--- config.mk ---
export PLATFORM = sky130hd
export DESIGN_NAME = rtc_alarm_match
export DESIGN_NICKNAME = d
export VERILOG_FILES = /design/src/rtl/rtc_alm_pkg.sv /design/src/rtl/rtc_alm_regs.sv /design/src/rtl/rtc_alm_cmp.sv /design/src/rtl/rtc_alm_pend.sv /design/src/rtl/rtc_alarm_match.sv
export SDC_FILE = /design/constraint.sdc
export NUM_CORES = 1
export LEC_CHECK = 0
export BUFFER_PORTS_ARGS = -buffer_cell sky130_fd_sc_hd__clkbuf_2
export CELL_PAD_IN_SITES_DETAIL_PLACEMENT = 1
export CELL_PAD_IN_SITES_GLOBAL_PLACEMENT = 1
export CORE_ASPECT_RATIO = 1.25
export CORE_MARGIN = 2
export CORE_UTILIZATION = 40
export CTS_CLUSTER_DIAMETER = 50
export DETAILED_ROUTE_END_ITERATION = 7
export GPL_TIMING_DRIVEN = 0
export PLACE_DENSITY_LB_ADDON = 0.1
export SLEW_MARGIN = 20
export SYNTH_ARGS = -nofsm -noshare
export SYNTH_HDL_FRONTEND = slang
export SYNTH_HIERARCHICAL = 1
export SYNTH_SLANG_ARGS = --single-unit
--- constraint.sdc ---
create_clock -name clk -period 4.3 [get_ports clk]
set_input_delay 0.215 -clock clk [delete_from_list [all_inputs] [get_ports clk]]
set_output_delay 0.215 -clock clk [all_outputs]
set_load 0.05 [all_outputs]
--- src/rtl/rtc_alm_pkg.sv ---
package rtc_alm_pkg;

  localparam int NUM_FIELDS    = 6;
  localparam int CMP_W         = 12;
  localparam int SEL_W         = 3;
  localparam int CTRL_GLB_BIT  = NUM_FIELDS;
  localparam int STAT_ALM_BIT  = 1;

  typedef enum logic [SEL_W-1:0] {
    SEL_CTRL = 3'd0,
    SEL_SEC  = 3'd1,
    SEL_MIN  = 3'd2,
    SEL_HOUR = 3'd3,
    SEL_DAY  = 3'd4,
    SEL_MON  = 3'd5,
    SEL_YEAR = 3'd6,
    SEL_STAT = 3'd7
  } reg_sel_e;

  // Storage mask for alarm field idx (0 = seconds ... 5 = year).
  function automatic logic [CMP_W-1:0] field_mask(input int idx);
    case (idx)
      0, 1:    return 12'h07f;
      2, 3:    return 12'h03f;
      4:       return 12'h01f;
      default: return 12'hfff;
    endcase
  endfunction

  // Field hit: enabled and equal.
  function automatic logic field_equal(input logic en,
                                       input logic [CMP_W-1:0] cur,
                                       input logic [CMP_W-1:0] alm);
    return en && (cur == alm);
  endfunction

endpackage

--- src/rtl/rtc_alm_regs.sv ---
module rtc_alm_regs
  import rtc_alm_pkg::*;
#(
  parameter int NF = NUM_FIELDS,
  parameter int DW = CMP_W
) (
  input  logic                   clk,
  input  logic                   rst_n,
  input  logic                   wr_en,
  input  logic [SEL_W-1:0]       wr_sel,
  input  logic [DW-1:0]          wr_data,
  input  logic [SEL_W-1:0]       rd_sel,
  input  logic                   pending,
  output logic [NF-1:0][DW-1:0]  alm_val,
  output logic [NF:0]            ctrl,
  output logic                   clr_req,
  output logic [DW-1:0]          rd_data
);

  localparam int CTRL_W = NF + 1;

  logic ctrl_wr;
  logic stat_wr;

  assign ctrl_wr = wr_en && (wr_sel == SEL_CTRL);
  assign stat_wr = wr_en && (wr_sel == SEL_STAT);
  assign clr_req = stat_wr && wr_data[STAT_ALM_BIT];

  for (genvar gi = 0; gi < NF; gi++) begin : g_alm
    logic [DW-1:0] alm_q;
    logic          fld_wr;
    assign fld_wr = wr_en && (wr_sel == SEL_W'(gi + 1));
    always_ff @(posedge clk) begin
      if (!rst_n)      alm_q <= '0;
      else if (fld_wr) alm_q <= wr_data & DW'(field_mask(gi));
    end
    assign alm_val[gi] = alm_q;
  end

  always_ff @(posedge clk) begin
    if (!rst_n)       ctrl <= '0;
    else if (ctrl_wr) ctrl <= wr_data[CTRL_W-1:0];
  end

  always_comb begin
    rd_data = '0;
    case (rd_sel)
      SEL_CTRL: rd_data = DW'(ctrl);
      SEL_STAT: rd_data[STAT_ALM_BIT] = pending;
      default:  rd_data = alm_val[rd_sel - SEL_W'(1)];
    endcase
  end


  sec_mask_chk: assert property (@(posedge clk) disable iff (!rst_n)
    (wr_en && wr_sel == SEL_SEC) |=> (alm_val[0] == ($past(wr_data) & DW'(12'h07f))));


  year_keep_chk: assert property (@(posedge clk) disable iff (!rst_n)
    (wr_en && wr_sel == SEL_YEAR) |=> (alm_val[NF-1] == $past(wr_data)));


  ctrl_wr_chk: assert property (@(posedge clk) disable iff (!rst_n)
    ctrl_wr |=> (ctrl == $past(wr_data[CTRL_W-1:0])));

endmodule

--- src/rtl/rtc_alm_cmp.sv ---
module rtc_alm_cmp
  import rtc_alm_pkg::*;
#(
  parameter int NF = NUM_FIELDS,
  parameter int DW = CMP_W
) (
  input  logic                   clk,
  input  logic                   rst_n,
  input  logic                   sec_tick,
  input  logic [NF:0]            ctrl,
  input  logic [NF-1:0][DW-1:0]  alm_val,
  input  logic [NF-1:0][DW-1:0]  cur_val,
  output logic [NF-1:0]          field_hit,
  output logic                   match_evt
);

  logic check_en;

  for (genvar gi = 0; gi < NF; gi++) begin : g_cmp
    assign field_hit[gi] = field_equal(ctrl[gi], cur_val[gi], alm_val[gi]);
  end

  assign check_en  = sec_tick && ctrl[NF];
  assign match_evt = check_en && (|field_hit);


  no_tick_chk: assert property (@(posedge clk) disable iff (!rst_n)
    !sec_tick |-> !match_evt);


  glb_off_chk: assert property (@(posedge clk) disable iff (!rst_n)
    !ctrl[NF] |-> !match_evt);


  hit_enabled_chk: assert property (@(posedge clk) disable iff (!rst_n)
    (field_hit & ~ctrl[NF-1:0]) == '0);

endmodule

--- src/rtl/rtc_alm_pend.sv ---
module rtc_alm_pend (
  input  logic clk,
  input  logic rst_n,
  input  logic set_evt,
  input  logic clr_req,
  output logic pending
);

  always_ff @(posedge clk) begin
    if (!rst_n)       pending <= 1'b0;
    else if (set_evt) pending <= 1'b1;
    else if (clr_req) pending <= 1'b0;
  end


  set_next_chk: assert property (@(posedge clk) disable iff (!rst_n)
    set_evt |=> pending);


  clr_next_chk: assert property (@(posedge clk) disable iff (!rst_n)
    (clr_req && !set_evt) |=> !pending);


  sticky_chk: assert property (@(posedge clk) disable iff (!rst_n)
    (pending && !clr_req) |=> pending);


  idle_chk: assert property (@(posedge clk) disable iff (!rst_n)
    (!pending && !set_evt) |=> !pending);

endmodule

--- src/rtl/rtc_alarm_match.sv ---
module rtc_alarm_match
  import rtc_alm_pkg::*;
#(
  parameter int DW = CMP_W
) (
  input  logic             clk,
  input  logic             rst_n,
  input  logic             sec_tick,
  input  logic [7:0]       cur_sec,
  input  logic [7:0]       cur_min,
  input  logic [7:0]       cur_hour,
  input  logic [7:0]       cur_day,
  input  logic [7:0]       cur_mon,
  input  logic [11:0]      cur_year,
  input  logic             wr_en,
  input  logic [2:0]       wr_sel,
  input  logic [DW-1:0]    wr_data,
  input  logic [2:0]       rd_sel,
  output logic [DW-1:0]    rd_data,
  output logic             alarm_pending,
  output logic             alarm_irq
);

  localparam int NF = NUM_FIELDS;

  logic [NF-1:0][DW-1:0] cur_val;
  logic [NF-1:0][DW-1:0] alm_val;
  logic [NF:0]           ctrl;
  logic [NF-1:0]         field_hit;
  logic                  match_evt;
  logic                  clr_req;
  logic                  pending;

  assign cur_val[0] = DW'(cur_sec);
  assign cur_val[1] = DW'(cur_min);
  assign cur_val[2] = DW'(cur_hour);
  assign cur_val[3] = DW'(cur_day);
  assign cur_val[4] = DW'(cur_mon);
  assign cur_val[5] = DW'(cur_year);

  rtc_alm_regs #(.NF(NF), .DW(DW)) u_regs (
    .clk     (clk),
    .rst_n   (rst_n),
    .wr_en   (wr_en),
    .wr_sel  (wr_sel),
    .wr_data (wr_data),
    .rd_sel  (rd_sel),
    .pending (pending),
    .alm_val (alm_val),
    .ctrl    (ctrl),
    .clr_req (clr_req),
    .rd_data (rd_data)
  );

  rtc_alm_cmp #(.NF(NF), .DW(DW)) u_cmp (
    .clk       (clk),
    .rst_n     (rst_n),
    .sec_tick  (sec_tick),
    .ctrl      (ctrl),
    .alm_val   (alm_val),
    .cur_val   (cur_val),
    .field_hit (field_hit),
    .match_evt (match_evt)
  );

  rtc_alm_pend u_pend (
    .clk     (clk),
    .rst_n   (rst_n),
    .set_evt (match_evt),
    .clr_req (clr_req),
    .pending (pending)
  );

  assign alarm_pending = pending;
  assign alarm_irq     = pending;


  clr_loses_chk: assert property (@(posedge clk) disable iff (!rst_n)
    (match_evt && clr_req) |=> alarm_irq);

endmodule

==> run summary <==
The buffers inserted during post-CTS setup optimization came out at 0. The run gives 0 as the count of hold-fix buffers inserted at cts. The starting density of the core came out at 41.1%.

Setup repair after global routing left no endpoint under its margin. Final number of hold-violating endpoints: 0. The placed wire-length estimate after detailed placement was 8180 µm; the core area was 8700 µm². The die is 88.6 µm wide.

The top achievable clock speed is 366 MHz, and the number of cell rows is 38. From bottom edge to top edge, the die measures 110 µm. The logs give 21.1% for the global routing usage summed across all routing layers and 3021 for the overall via count from detail_route. The leading cell type in the layout, fill and taps excluded is clkbuf_2. In the final layout, the share of cells above drive strength 1 is 25.5%.

The worst flop-to-flop path startpoint was u_regs/g_alm[2].alm_q[2]$_SDFFE_PN0P_. Dividing the detail-routed wire length by the instance count gives 15.5 µm. The number of top-level pins is 88, and the storage element area is 1020 µm². The setup skew after layout is 7.73 ps.

Area growth from synthesis to layout: 24.2%. In the layout the commonest cells are 81 x clkbuf_2, 65 x xnor2_1, 51 x dfxtp_1. Entering global routing, the biggest net connects 16 pins. At the later pin of the worst-skew pair, clock insertion delay measures 310 ps. TritonCTS built the clock tree. The first detailed-routing pass ran for 4 iterations. The tools report the number of global-route vias before repair as 3077. Counting along the longest clock path gives a buffer depth of 2. The mapped netlist covers 3580 µm².

Final critical-path share of the clock period: 63.6%. In this run the tool buffered the top-level ports with 81 buffer cells. The relative contribution of sequential cells to total power is 44.2%. The tools report the launching element type of the critical path as a primary input. The launch instance of the worst min-delay path is wr_data[8]. IR analysis of the VDD net gives a maximum drop of 131 µV. Max-slew violation count: 0.

The flow ran to the end, and the final reports show no timing, DRC or antenna violations. Net switching is 25.3% of the power. Across the run, the number of max-cap violations was 0. In this run, distinct cell masters in the synthesized netlist total 42.

The H-tree was split into 2 levels. The number of inserted diodes was 0. The tools report the kind of end point of the critical path as an output port. Once detail routing completed, the nets flagged for antenna violations numbered 0. Clock tree synthesis found a total of 51 sinks. In this run, synthesis inferred 0 flip-flops with an integrated enable. Power spread over the standard cell area amounts to 251 nW/µm². The tools report the DRC marker count from the first detailed-route iteration as 125.

For the leakage power total, the log shows 0.00186 µW. The tools report the required time of the critical path as 4090 ps. The worst path in the final design needs a cycle of 2730 ps, including I/O delays and setup.

At the pin with the least slew margin, the transition time is 571 ps. Mean area per synthesized cell: 9.29 µm². Measured against its own limit, the worst slew margin works out to 61.7%. TritonCTS created 5 clock buffers.

The worst hold-check path type is primary input to register. Internal power comes to 832 µW. In this run the worst path has a maximum fanout of 10. The total global routing overflow was 0; the logic depth of the worst register-to-register path was 6. Routability-driven placement finished with a final weighted congestion of 0.832. The number of gates given a new drive strength after cts was 0; the worst hold slack was 131 ps. The share of total power dissipated in the clock network is 35.4%. The run gives 0 as the DRC violations left.

The routed via count divided by cell count is 4.71. Along the worst hold path, the cell count comes to 3. After clock tree synthesis, the clock-pin slew on the worst setup and hold paths is 90 ps. Number of antenna violations at the first check in global routing: 0. The post-synthesis sequential element count works out to 51. Clock tree synthesis selected as its root buffer the cell clkbuf_8. For the total wirelength of the detailed-routed design, the log shows 9910 µm. The most used flip-flop cell after synthesis is dfxtp_1. After routing, the total negative slack on setup checks comes to 0 ps. The tools report the post-layout net count as 597. Critical path start-end classification: primary input to output port. The start point of the critical path was rd_sel[0]. The Yosys step of the flow raised 6 warnings.

Summing all multi-input logic gate instances after layout gives 2400 µm². The layout has 1095 filler cells. Setup violations remaining at the end of the flow were counted as 0. Combinational power share: 20.3%. The data arrival time at the worst-slack endpoint was 2520 ps; the die outline area was 9720 µm².

Summed over all nets, the switching power comes to 282 µW. The synthesized netlist cell count came out at 385. The async set or reset register ratio after synthesis was 0%; the first-pass GRT wire length was 15400 µm.

The fraction of the yosys area taken by sequential cells was 28.6%.
## final timing paths
check             slack, ps                                    end
setup / recovery       1570                             rd_data[5]
hold / removal          130  u_regs/g_alm[5].alm_q[8]$_SDFFE_PN0P_
setup reg to reg       2410            u_pend/pending$_SDFFE_PN0P_
hold reg to reg         500  u_regs/g_alm[5].alm_q[9]$_SDFFE_PN0P_
## stage by stage
step                      power (µW)  utilization (%)  area [µm²]  instances  worst slack, ps
after floorplan                  654                -        3750        432             1810
after global placement           723             49.5        4310        633             1600
after detailed placement         728             49.5        4310        633             1570
after CTS                       1120             51.0        4440        641             1560
after global routing            1160             51.0        4440        641             1460
final                           1110             51.0        4440        641             1570
## logic make-up (layout without fill, tap and decap cells)
group	Yosys count	in the layout	synth area share, %
compound gates	32	32	6.51
fa+ha+maj	3	3	1.05
buf+inv	51	140	9.24
flops	51	51	28.6
other cells	2	49	0.210
simple gates	123	123	19.9
mux	50	50	16.6
xor+xnor	73	73	17.9
## power groups by stage
stage	logic, µW	registers [µW]	clock network (µW)
2_1_floorplan	154	500	0
3_3_place_gp	220	503	0
3_5_place_dp	224	504	0
4_1_cts	225	493	402
5_1_grt	248	494	421
6_report	227	492	395
## routing by layer
metal	part of all wire [%]	up-vias	GRT usage, %
met5	0	-	0
met2	53	80	39.9
li1	-	1510	-
met4	1.2	0	4.87
met3	4.4	8	2.33
met1	41	1423	25.0
## critical path, cell delays in order
cell      delay [ps]
clkbuf_2         190
buf_2            330
inv_1            130
ha_1             310
buf_6            150
mux4_2           520
o21a_1           130
a221o_1          270
clkbuf_2         240
## cell type report
class                           count  area share (%)
Multi-Input combinational cell    330            54.1
Sequential cell                    51            23.0
Timing Repair Buffer               81            9.13
Buffer                             49            7.27
Tap cell                          120            3.38
Clock buffer                        6            1.63
Clock inverter                      2            1.35
Inverter                            2           0.169
## registers in the layout, indices dropped and copies added, names as in the netlist
signal              flops
u_regs/g_alm.alm_q     43
u_regs/ctrl             7
u_pend/pending          1
## synth_stat cells, types with 2 or more instances
cell type	n	area share [%]
xnor2_1	65	16
dfxtp_1	51	29
mux2i_1	44	12
nor2b_1	39	6.8
nand2_1	34	3.6
buf_4	32	6.7
a21boi_0	12	2.5
nand4_1	10	1.7
buf_2	9	1.3
nand3_1	9	1.3
xor2_1	8	2.0
clkbuf_1	7	0.73
nor4_1	6	1.0
o211ai_1	6	1.3
and2_1	5	0.87
mux4_1	5	3.7
o21ai_0	5	0.70
ha_1	3	1.0
nand4b_1	3	0.73
nor3_1	3	0.42
nor4bb_1	3	0.84
and3b_1	2	0.49
conb_1	2	0.21
inv_1	2	0.21
o21a_1	2	0.42
or3b_1	2	0.49
Power figures use the tool's default switching activity.
